<file path="config.mk">
export PLATFORM = sky130hd
export DESIGN_NAME = eeprom_boot_loader
export DESIGN_NICKNAME = d
export VERILOG_FILES = /design/src/rtl/bootld_pkg.sv /design/src/rtl/bootld_qtimer.sv /design/src/rtl/bootld_bit_engine.sv /design/src/rtl/bootld_sequencer.sv /design/src/rtl/eeprom_boot_loader.sv
export SDC_FILE = /design/constraint.sdc
export NUM_CORES = 1
export LEC_CHECK = 0
export BUFFER_PORTS_ARGS = -buffer_cell sky130_fd_sc_hd__buf_2
export CORE_ASPECT_RATIO = 1.1
export CORE_MARGIN = 2
export CORE_UTILIZATION = 48
export CTS_BUF_LIST = sky130_fd_sc_hd__clkbuf_2 sky130_fd_sc_hd__clkbuf_4 sky130_fd_sc_hd__clkbuf_8
export DETAILED_ROUTE_END_ITERATION = 8
export PLACE_DENSITY = 0.75
export SETUP_SLACK_MARGIN = 0.3
export SLEW_MARGIN = 40
export SYNTH_ARGS = -nofsm -noshare
export SYNTH_HDL_FRONTEND = slang
export SYNTH_SLANG_ARGS = --single-unit
</file>
<file path="constraint.sdc">
create_clock -name clk -period 3.3 [get_ports clk]
set_input_delay 0.165 -clock clk [delete_from_list [all_inputs] [get_ports clk]]
set_output_delay 0.165 -clock clk [all_outputs]
set_load 0.01 [all_outputs]
</file>
<file path="src/rtl/bootld_pkg.sv">
package bootld_pkg;

  // Bus-level operations handled by the bit engine.
  typedef enum logic [1:0] {
    OP_START = 2'd0,  // START or repeated START
    OP_STOP  = 2'd1,
    OP_WRITE = 2'd2,  // 8 bits out, acknowledge in
    OP_READ  = 2'd3   // 8 bits in, acknowledge out
  } bus_op_e;

  // Steps of the load sequence.
  typedef enum logic [3:0] {
    SQ_OPEN   = 4'd0,
    SQ_SELW   = 4'd1,
    SQ_PTRHI  = 4'd2,
    SQ_PTRLO  = 4'd3,
    SQ_REOPEN = 4'd4,
    SQ_SELR   = 4'd5,
    SQ_STREAM = 4'd6,
    SQ_CLOSE  = 4'd7,
    SQ_HALT   = 4'd8
  } seq_step_e;

  function automatic logic [7:0] select_byte(input logic [6:0] dev, input logic rd);
    return {dev, rd};
  endfunction

endpackage

</file>
<file path="src/rtl/bootld_qtimer.sv">
// Quarter-bit pacing timer: emits a one-cycle tick every PERIOD clocks,
// counted from the last restart.
module bootld_qtimer #(
  parameter int PERIOD = 4
) (
  input  logic clk,
  input  logic rst,
  input  logic restart,
  output logic tick
);
  localparam int CW = (PERIOD > 1) ? $clog2(PERIOD) : 1;
  localparam logic [CW-1:0] RELOAD = CW'(PERIOD - 1);

  logic [CW-1:0] cnt;

  always_ff @(posedge clk) begin
    if (rst || restart) begin
      cnt  <= RELOAD;
      tick <= 1'b0;
    end else if (cnt == '0) begin
      cnt  <= RELOAD;
      tick <= 1'b1;
    end else begin
      cnt  <= cnt - 1'b1;
      tick <= 1'b0;
    end
  end
endmodule

</file>
<file path="src/rtl/bootld_bit_engine.sv">
// Executes one bus operation at a time. Every operation is four quarter
// steps (START/STOP) or nine bits of four quarter steps (byte transfers).
module bootld_bit_engine
  import bootld_pkg::*;
#(
  parameter int HALF_CLKS = 8
) (
  input  logic       clk,
  input  logic       rst,
  input  logic       cmd_valid,
  input  bus_op_e    cmd_op,
  input  logic [7:0] cmd_byte,
  input  logic       cmd_nack,   // read: 1 releases SDA in the ninth clock
  output logic       op_done,
  output logic [7:0] rx_byte,
  output logic       rx_nack,    // write: sampled acknowledge level
  output logic       scl_oe,
  output logic       sda_oe,
  input  logic       sda_in
);
  localparam int QTR_CLKS = (HALF_CLKS / 2 > 0) ? HALF_CLKS / 2 : 1;
  localparam int BITS     = 9;
  localparam int BIT_W    = $clog2(BITS + 1);

  logic [1:0]       sda_sync;
  logic             tick;
  logic             busy;
  bus_op_e          op_q;
  logic [1:0]       step;
  logic [BIT_W-1:0] bit_idx;
  logic [7:0]       shreg;
  logic             nack_q;
  logic             is_byte;
  logic             accept;

  assign accept  = cmd_valid && !busy;
  assign is_byte = (op_q == OP_WRITE) || (op_q == OP_READ);
  assign rx_byte = shreg;

  always_ff @(posedge clk) begin
    if (rst) sda_sync <= 2'b11;
    else     sda_sync <= {sda_sync[0], sda_in};
  end

  bootld_qtimer #(.PERIOD(QTR_CLKS)) u_qtimer (
    .clk     (clk),
    .rst     (rst),
    .restart (accept),
    .tick    (tick)
  );

  always_ff @(posedge clk) begin
    if (rst) begin
      busy    <= 1'b0;
      op_q    <= OP_START;
      step    <= 2'd0;
      bit_idx <= '0;
      shreg   <= 8'h00;
      nack_q  <= 1'b0;
      rx_nack <= 1'b0;
      op_done <= 1'b0;
      scl_oe  <= 1'b0;
      sda_oe  <= 1'b0;
    end else begin
      op_done <= 1'b0;
      if (accept) begin
        busy    <= 1'b1;
        op_q    <= cmd_op;
        step    <= 2'd0;
        bit_idx <= '0;
        shreg   <= cmd_byte;
        nack_q  <= cmd_nack;
      end else if (busy && tick) begin
        step <= step + 2'd1;
        unique case (op_q)
          OP_START: begin
            unique case (step)
              2'd0: sda_oe <= 1'b0;   // SDA up while SCL low (or idle)
              2'd1: scl_oe <= 1'b0;   // SCL up
              2'd2: sda_oe <= 1'b1;   // SDA falls with SCL high: START
              default: begin
                scl_oe  <= 1'b1;      // SCL back low
                busy    <= 1'b0;
                op_done <= 1'b1;
              end
            endcase
          end
          OP_STOP: begin
            unique case (step)
              2'd0: sda_oe <= 1'b1;   // SDA low while SCL low
              2'd1: scl_oe <= 1'b0;   // SCL up
              2'd2: sda_oe <= 1'b0;   // SDA rises with SCL high: STOP
              default: begin
                busy    <= 1'b0;
                op_done <= 1'b1;
              end
            endcase
          end
          default: begin
            unique case (step)
              2'd0: begin
                if (bit_idx < BIT_W'(8))
                  sda_oe <= (op_q == OP_WRITE) ? !shreg[7] : 1'b0;
                else
                  sda_oe <= (op_q == OP_READ) ? !nack_q : 1'b0;
              end
              2'd1: scl_oe <= 1'b0;
              2'd2: ;
              default: begin
                scl_oe <= 1'b1;
                if (bit_idx < BIT_W'(8)) shreg <= {shreg[6:0], sda_sync[1]};
                else                     rx_nack <= sda_sync[1];
                if (bit_idx == BIT_W'(BITS - 1)) begin
                  busy    <= 1'b0;
                  op_done <= 1'b1;
                end else begin
                  bit_idx <= bit_idx + 1'b1;
                end
              end
            endcase
          end
        endcase
      end
    end
  end

  // during a byte transfer SDA is held while SCL stays released.
  a_r8_sda_still_scl_high: assert property (@(posedge clk) disable iff (rst)
    (busy && is_byte && !scl_oe && !$past(scl_oe)) |-> $stable(sda_oe));

  // the sequencer only hands over an operation when the engine is free.
  a_r2_cmd_only_when_free: assert property (@(posedge clk) disable iff (rst)
    cmd_valid |-> !busy);

  // between operations SCL is held low (STOP leaves the bus released).
  a_r9_scl_low_between_ops: assert property (@(posedge clk) disable iff (rst)
    (op_done && op_q != OP_STOP) |-> scl_oe);

endmodule

</file>
<file path="src/rtl/bootld_sequencer.sv">
// Load sequence: select/pointer write, repeated START, streaming read.
module bootld_sequencer
  import bootld_pkg::*;
#(
  parameter logic [6:0] DEV_ADDR  = 7'h50,
  parameter logic [15:0] PTR_WORD = 16'h0000,
  parameter int         IMG_BYTES = 32768,
  parameter int         AW        = 15
) (
  input  logic          clk,
  input  logic          rst,
  output logic          cmd_valid,
  output bus_op_e       cmd_op,
  output logic [7:0]    cmd_byte,
  output logic          cmd_nack,
  input  logic          op_done,
  input  logic [7:0]    rx_byte,
  input  logic          rx_nack,
  output logic          ram_we,
  output logic [AW-1:0] ram_addr,
  output logic [7:0]    ram_wdata,
  output logic          done,
  output logic          error
);
  localparam logic [AW-1:0] LAST = AW'(IMG_BYTES - 1);

  seq_step_e     st;
  logic          issued;
  logic [AW-1:0] cnt;
  bus_op_e       nx_op;
  logic [7:0]    nx_byte;
  logic          nx_nack;

  always_comb begin
    nx_op   = OP_START;
    nx_byte = 8'h00;
    nx_nack = 1'b0;
    unique case (st)
      SQ_SELW:   begin nx_op = OP_WRITE; nx_byte = select_byte(DEV_ADDR, 1'b0); end
      SQ_PTRHI:  begin nx_op = OP_WRITE; nx_byte = PTR_WORD[15:8]; end
      SQ_PTRLO:  begin nx_op = OP_WRITE; nx_byte = PTR_WORD[7:0]; end
      SQ_SELR:   begin nx_op = OP_WRITE; nx_byte = select_byte(DEV_ADDR, 1'b1); end
      SQ_STREAM: begin nx_op = OP_READ;  nx_nack = (cnt == LAST); end
      SQ_CLOSE:  nx_op = OP_STOP;
      default:   nx_op = OP_START;
    endcase
  end

  always_ff @(posedge clk) begin
    if (rst) begin
      st        <= SQ_OPEN;
      issued    <= 1'b0;
      cmd_valid <= 1'b0;
      cmd_op    <= OP_START;
      cmd_byte  <= 8'h00;
      cmd_nack  <= 1'b0;
      cnt       <= '0;
      ram_we    <= 1'b0;
      ram_addr  <= '0;
      ram_wdata <= 8'h00;
      done      <= 1'b0;
      error     <= 1'b0;
    end else begin
      cmd_valid <= 1'b0;
      ram_we    <= 1'b0;
      if (ram_we && ram_addr == LAST) done <= 1'b1;
      if (st != SQ_HALT) begin
        if (!issued) begin
          issued    <= 1'b1;
          cmd_valid <= 1'b1;
          cmd_op    <= nx_op;
          cmd_byte  <= nx_byte;
          cmd_nack  <= nx_nack;
        end else if (op_done) begin
          issued <= 1'b0;
          unique case (st)
            SQ_OPEN:   st <= SQ_SELW;
            SQ_REOPEN: st <= SQ_SELR;
            SQ_SELW, SQ_PTRHI, SQ_PTRLO, SQ_SELR: begin
              if (rx_nack) begin
                error <= 1'b1;
                st    <= SQ_CLOSE;
              end else begin
                unique case (st)
                  SQ_SELW:  st <= SQ_PTRHI;
                  SQ_PTRHI: st <= SQ_PTRLO;
                  SQ_PTRLO: st <= SQ_REOPEN;
                  default:  st <= SQ_STREAM;
                endcase
              end
            end
            SQ_STREAM: begin
              ram_we    <= 1'b1;
              ram_addr  <= cnt;
              ram_wdata <= rx_byte;
              if (cnt == LAST) st <= SQ_CLOSE;
              else             cnt <= cnt + 1'b1;
            end
            SQ_CLOSE: st <= SQ_HALT;
            default:  st <= SQ_HALT;
          endcase
        end
      end
    end
  end

  // done never falls before reset.
  a_r6_done_sticky: assert property (@(posedge clk) disable iff (rst)
    $past(done) |-> done);

  // done rises right after the write to the final address.
  a_r6_done_after_last_write: assert property (@(posedge clk) disable iff (rst)
    $rose(done) |-> ($past(ram_we) && $past(ram_addr) == LAST));

  // a failed load never also reports done, and error is held.
  a_r7_error_excludes_done: assert property (@(posedge clk) disable iff (rst)
    !(done && error));
  a_r7_error_sticky: assert property (@(posedge clk) disable iff (rst)
    $past(error) |-> error);

  // no RAM write once the image is complete or a refusal was seen.
  a_r5_no_write_after_end: assert property (@(posedge clk) disable iff (rst)
    ram_we |-> (!done && !error));

endmodule

</file>
<file path="src/rtl/eeprom_boot_loader.sv">
module eeprom_boot_loader
  import bootld_pkg::*;
#(
  parameter logic [6:0] DEV_ADDR  = 7'h50,
  parameter int         BASE_ADDR = 0,
  parameter int         ADDR_BITS = 15,
  parameter int         IMG_BYTES = 32768,
  parameter int         HALF_CLKS = 250,
  localparam int        AW        = (IMG_BYTES > 1) ? $clog2(IMG_BYTES) : 1
) (
  input  logic          clk,
  input  logic          rst,
  output logic          scl_oe,
  output logic          sda_oe,
  input  logic          sda_in,
  output logic          ram_we,
  output logic [AW-1:0] ram_addr,
  output logic [7:0]    ram_wdata,
  output logic          done,
  output logic          error
);
  localparam logic [16:0] SPAN     = 17'(1) << ADDR_BITS;
  localparam logic [15:0] PTR_WORD = 16'(17'(BASE_ADDR) % SPAN);

  logic       cmd_valid;
  bus_op_e    cmd_op;
  logic [7:0] cmd_byte;
  logic       cmd_nack;
  logic       op_done;
  logic [7:0] rx_byte;
  logic       rx_nack;

  bootld_sequencer #(
    .DEV_ADDR  (DEV_ADDR),
    .PTR_WORD  (PTR_WORD),
    .IMG_BYTES (IMG_BYTES),
    .AW        (AW)
  ) u_seq (
    .clk       (clk),
    .rst       (rst),
    .cmd_valid (cmd_valid),
    .cmd_op    (cmd_op),
    .cmd_byte  (cmd_byte),
    .cmd_nack  (cmd_nack),
    .op_done   (op_done),
    .rx_byte   (rx_byte),
    .rx_nack   (rx_nack),
    .ram_we    (ram_we),
    .ram_addr  (ram_addr),
    .ram_wdata (ram_wdata),
    .done      (done),
    .error     (error)
  );

  bootld_bit_engine #(.HALF_CLKS(HALF_CLKS)) u_eng (
    .clk       (clk),
    .rst       (rst),
    .cmd_valid (cmd_valid),
    .cmd_op    (cmd_op),
    .cmd_byte  (cmd_byte),
    .cmd_nack  (cmd_nack),
    .op_done   (op_done),
    .rx_byte   (rx_byte),
    .rx_nack   (rx_nack),
    .scl_oe    (scl_oe),
    .sda_oe    (sda_oe),
    .sda_in    (sda_in)
  );

  // lines released and flags clear in the cycle after a reset edge.
  a_r1_reset_state: assert property (@(posedge clk)
    $past(rst) |-> (!scl_oe && !sda_oe && !ram_we && !done && !error));

endmodule

</file>
---- After elaboration in Yosys (flattened, before gate mapping) ----
Index checks and enable logic that the tools add are counted.
storage, ports and cells
  flip-flop bits (word level) ............. 90
  memory bits (writable) .................. 0
  ROM bits ................................ 0
  latch bits .............................. 0
  logic and storage cells ................. 135
  memories ................................ 0
  input port bits ......................... 3
cells by class
  multiply operators ...................... 0
  shift-type cells ........................ 0
  bitwise logic cells ..................... 10
  equality and inequality tests ........... 23
  divide/modulo/power cells ............... 0
  add/subtract/negate cells ............... 4
  multiplexer cells ....................... 37
  magnitude comparators ................... 1
  reduce and logical (&&, ||, !) cells .... 35
operators with widths
  cell                                                   count
  two-way mux 8 bit                                      5
  == test 15 bit, second input constant                  2
  two-way mux 1 bit                                      22
  AND reduction 4 bit                                    5
  AND reduction 5 bit                                    4
  == test 4 x 3 -> 1 bit, second input constant          4
  case mux 4 bit (4 select lines)                        1
  case mux 8 bit (2 select lines)                        1
  adder 15 x 1 -> 15 bit, second input constant          1
  inequality test 2 x 1 -> 1 bit, second input constant  5
  NOT 1 bit                                              10
  OR reduction 2 bit                                     5
  case mux 3 bit (3 select lines)                        1
  == test 4 x 2 -> 1 bit, second input constant          2
  two-way mux 4 bit                                      2
  case mux 1 bit (2 select lines)                        4
  OR reduction 4 bit                                     2
  zero test 7 bit                                        1
  subtractor 7 x 1 -> 7 bit, second input constant       1
  == test 2 bit, second input constant                   3
  inequality test 3 x 1 -> 1 bit, second input constant  2
  case mux 2 bit (3 select lines)                        1
  nonzero test 3 bit                                     2
  OR reduction 3 bit                                     2
  15 further kinds                                       22

---- Logic depth before layout (Yosys ltp) ----
  depth in word-level cells ............... 6
  gate-level depth with buffers ........... 7
  gate-level depth less buffers ........... 6

---- Modules after synthesis ----
Synthesis repeated with hierarchy kept, for this count alone.
second synthesis, totals
  cell total of the unflattened synthesis .. 451
  area total of the unflattened synthesis .. 3793.6 um^2
by module, submodules not included
  module             area each (um^2)  cells each  instances
  bootld_sequencer   2301.0            279         1
  bootld_bit_engine  1147.4            138         1
  bootld_qtimer      345.3             34          1

---- Worst setup path after synthesis ----
No wires, ideal clock.
  path kind ............................... reg2reg
  start point ............................. reg u_seq.st[2]
  end point ............................... reg u_seq.cnt[13]
  period minus slack after synthesis ...... 1.753 ns
  path slack .............................. 1.547 ns
  data arrival time ....................... 1.629 ns
  cell stages (with the launch flop) ...... 6
  data required time ...................... 3.177 ns
  path through ............................ dfxtp_1 -> nand4bb_2 -> or3_1 -> buf_2 -> nor4_1 -> mux2_1
between the ends
  cells in the longest elaborated chain, start to end .. 2
  elaborated cells on any way between the ends .. 3
  those cells by class .................... 2 x eq/ne; 1 x reduce/logical
RTL lines
  element                                                                 line                                            RTL
  start: declaration                                                      bootld_sequencer.sv:27                          seq_step_e st;
  start signal: assignment                                                bootld_sequencer.sv:51                          st <= SQ_OPEN;
  start signal: assignment                                                bootld_sequencer.sv:77                          SQ_OPEN: st <= SQ_SELW;
  start signal: assignment                                                bootld_sequencer.sv:78                          SQ_REOPEN: st <= SQ_SELR;
  == test 4 x 3 -> 1 bit / inequality test 4 bit (equally long branches)  bootld_sequencer.sv:76, bootld_sequencer.sv:67
  AND reduction 5 bit (no source line) (*)                                --
  end signal: assignment                                                  bootld_sequencer.sv:97                          else cnt <= cnt + 1'b1;
  end: declaration                                                        bootld_sequencer.sv:29                          logic [AW-1:0] cnt;
Mark *: on every way between the ends. The rest lies on a longest branch, timed or not.
A chain may end at the register's enable or synchronous reset.

---- Worst setup path after layout ----
  start point ............................. reg u_seq.cnt[0]
  end point ............................... reg u_seq.cnt[13]
between the ends
  cells in the longest elaborated chain, start to end .. 3
  elaborated cells on any way between the ends .. 4
  those cells by class .................... 1 x add/sub; 1 x eq/ne; 1 x bitwise; 1 x reduce/logical
RTL lines
  element
  branches (longest 3 deep; another with adder 15 x 1 -> 15 bit)
Several ways; the timed one is not identified.

==> metrics.md <==
| Metric | Value |
|---|---|
| Status | complete, no violations |
| Area growth syn-to-layout | 12.33% |
| Clock transition at path regs | 90 ps |
| Cell Area, Placed | approximately 3700 sq um |
| Number of synthesized register bits | 84 |
| Initial Util | between 40% and 50% |
| # DRC | 0 |
| Combinational Power Share | 2.9% |
| Detail Route Antenna Nets | 0 |
| Fillers | 643 |
| Critical Path End Type | flip-flop |
| Crit path DAT | 2440 ps |
| Vias | 2877 |
| First-pass iteration count of the detailed router | 4 |
| Synth Instances | 410 |
| CTS tree | yes |
| Die area | 7991 sq um |
| Setup bufs post-CTS | 0 |
| Internal power | 1492 uW |
| Clock Latency Late Sink | 350 ps |
| Row count | 32 |
| Clock Skew | roughly 16 ps |
| Leak Pwr | approximately 0.0014 uW |
| Total core area | roughly 7000 sq um |
| Initial antenna violation count | 0 |
| WL per Instance | about 14 um |
| EDFF count, synth | 0 |
| Worst slew pin tran | around 610 ps |
| Ys flop type | dfxtp_1 |
| Synth area leaders | dfxtp_1, nand2_1, a21oi_1 |
| DPL Wire Length | 4806 um |
| Vias in the first global route | approximately 2700 |
| GPL Wtd Cong | ~0.8 |
| Synth Warn # | 0 |
| Area leader, netlist | dfxtp_1 |
| Number of vias per cell | approximately 5.5 |
| CTS resizes | 0 |
| Slew margin rel. | 59.29% |
| Fmax | ~0.46 GHz |
| Synth top area share | 48.05% |
| Die W | approximately 85 um |
| Sequential-to-total area share from yosys stat | about half |
| DRT Wirelength | approximately 7100 um |
| Synthesized cell area | about 3500 sq um |
| Final worst-path cycle share | 66.50% |
| Critical path fanouts, max | 23 |
| Count of unique library cells instantiated by Yosys | 42 |
| Switching fraction of total power | 21.54% |
| Flop pwr share | between 50% and 60% |
| Slew Limit Fails | 0 |
| WP data required | between 3000 and 4000 ps |
| Grt total ovfl | 0 |
| CTS Hold Bufs | 1 |
| Number of port buffers | 30 |
| Fin area | 3931 sq um |
| Fraction of layout cells with a size suffix above 1 | between 10% and 20% |
| Crit path launch type | flip-flop |
| Num CTS Buffers | 9 |
| Longest Clk Path Bufs | 2 |
| Worst setup path class | reg -> reg |
| Tmin final | ~2200 ps |
| All-Layer GR Usage | around 19% |
| Post-Syn Area per Cell | approximately 8.5 sq um |
| RSZ-0062 raised after global routing | no |
| Clock power frac | 42.6% |
| MaxCap Viol Count | 0 |
| H-Tree Depth | 3 |
| Maximum vdd ir drop | approximately 0.32 mV |
| N_diodes | 0 |
| Switch Pwr | 409.6 uW |
| Root Buffer | clkbuf_8 |
| First-pass GRT wire length | approximately 12000 um |
| Final number of setup-violating endpoints | 0 |
| Asr flop ratio synth | 0% |
| Pin count of the biggest net entering global routing | 62 |
| Hold Path Class | in -> reg |
| Final Hold Viols | 0 |
| Die Ht | 93.56 um |
| Fin nets | about 440 |
| IO Count | 31 |
| Pwr dens | 483.7 nW/um^2 |
| First DRT Iteration DRCs | 181 |
| Setup_tns | 0 ps |
| Post-synth net total | about 420 |
| CTS sink count | between 80 and 90 |
## sequential cells by signal (all words and copies together), names as in the netlist, 2 cells and up
signal	flops
u_seq.ram_addr	15
u_eng.step	2
u_seq.st	4
u_eng.sda_sync	2
u_seq.ram_wdata	8
u_seq.cmd_byte	2
u_eng.u_qtimer.cnt	7
u_eng.rx_byte	8
u_eng.op_q	2
u_eng.bit_idx	4
u_seq.cmd_op	2
u_seq.cnt	15
## cells in the mapped netlist (2+ instances only)
cell,n
dfxtp_1,84
nand2_1,72
a21oi_1,48
nor2_1,36
clkbuf_1,15
mux2i_1,15
inv_1,11
o31ai_1,11
nand4_1,10
or4_1,10
nand3_1,9
o21ai_0,9
ha_1,8
buf_2,7
and2_1,6
nor3_1,5
or3_1,5
a211oi_1,4
nor2b_1,4
nor4_1,4
or2_2,4
xnor2_1,4
xor2_1,4
nand2b_1,3
a31oi_1,2
and4_1,2
nand3b_1,2
nor4b_1,2
## power by group through the flow
| stage | Sequential [uW] | Combinational, uW | Clock, uW |
|---|---|---|---|
| floorplan | 1060 | 43.7 | 0 |
| global placement | 1060 | 53.3 | 0 |
| detailed placement | 1060 | 55.2 | 0 |
| global route | 1040 | 63.4 | 865 |
| CTS | 1040 | 56.3 | 824 |
| finish | 1040 | 55.4 | 810 |
## worst paths after layout
check	from	endpoint	slack, ps	cells past startpoint
setup / recovery	u_seq.cnt[0]$_SDFFE_PP0P_	u_seq.cnt[13]$_SDFFE_PP0P_	1110	6
hold / removal	rst	u_seq.cnt[14]$_SDFFE_PP0P_	240	3
setup reg to reg	u_seq.cnt[0]$_SDFFE_PP0P_	u_seq.cnt[13]$_SDFFE_PP0P_	1110	6
hold reg to reg	u_eng.sda_sync[0]$_SDFF_PP1_	u_eng.sda_sync[1]$_SDFF_PP1_	410	1
## layout make-up
cell class	instances	area (sq um)	share of cell area, %
flip-flops and latches	84	1682	42.78
multi-input cells	292	1690	43.00
clock inverters	5	83.83	2.132
clock buffers	10	137.6	3.501
well taps	85	106.4	2.705
repair buffers	35	190.2	4.838
inverters	11	41.29	1.050
## cells in the final DEF (no fill, tap or decap), drive strengths merged, types with 2 or more instances in the layout
master / n
nand3b: 2
buf: 34
nor4: 4
nand3: 9
nor2b: 4
or2: 4
nand4: 10
nand2b: 3
dfxtp: 84
a211oi: 4
a21oi: 48
a31oi: 2
xor2: 4
nand2: 72
nor4b: 2
and4: 2
or3: 5
clkinvlp: 2
ha: 8
and2: 6
bufinv: 2
clkbuf: 10
nor3: 5
inv: 12
o31ai: 11
o21ai: 9
nor2: 36
xnor2: 4
or4: 10
mux2i: 15
## kinds of logic (layout without fill, tap and decap cells)
group,after synthesis,in the layout,share of synthesized area (%)
buffers and inverters,34,61,3.897
multiplexers,16,16,4.612
AO/OA/AOI/OAI,82,82,13.73
AND/OR/NAND/NOR,178,178,24.85
flip-flops,84,84,48.05
XOR/XNOR,8,8,2.002
adder cells (fa/ha/maj),8,8,2.860
## critical path: stages, from the launching register on
cell and delay, ps:
dfxtp_1 430, ha_1 210, nand4_1 140, nor4_2 560
buf_4 330, nor4_1 100, mux2_1 320
## per-layer routing
layer | GRT usage [%] | share of wire, % | vias up
li1 | - | - | 1477
met2 | 31.32 | 49 | 60
met3 | 3.530 | 3.6 | 13
met5 | 0 | 0 | -
met4 | 7.804 | 1.8 | 0
met1 | 23.16 | 45 | 1327
## stage by stage
stage                     cells  util, %  setup WS [ps]  total power [uW]  hold WS (ps)
final                       522    55.79           1106              1902         242.5
after global routing        522    55.79          950.4              1967         259.9
after CTS                   522    55.75           1119              1917         238.8
after detailed placement    506    52.47           1141              1115         362.5
after global placement      506    52.47           1206              1113         358.5
after floorplan             410        -           1547              1102         268.8
(Power assumes the default switching activity.)
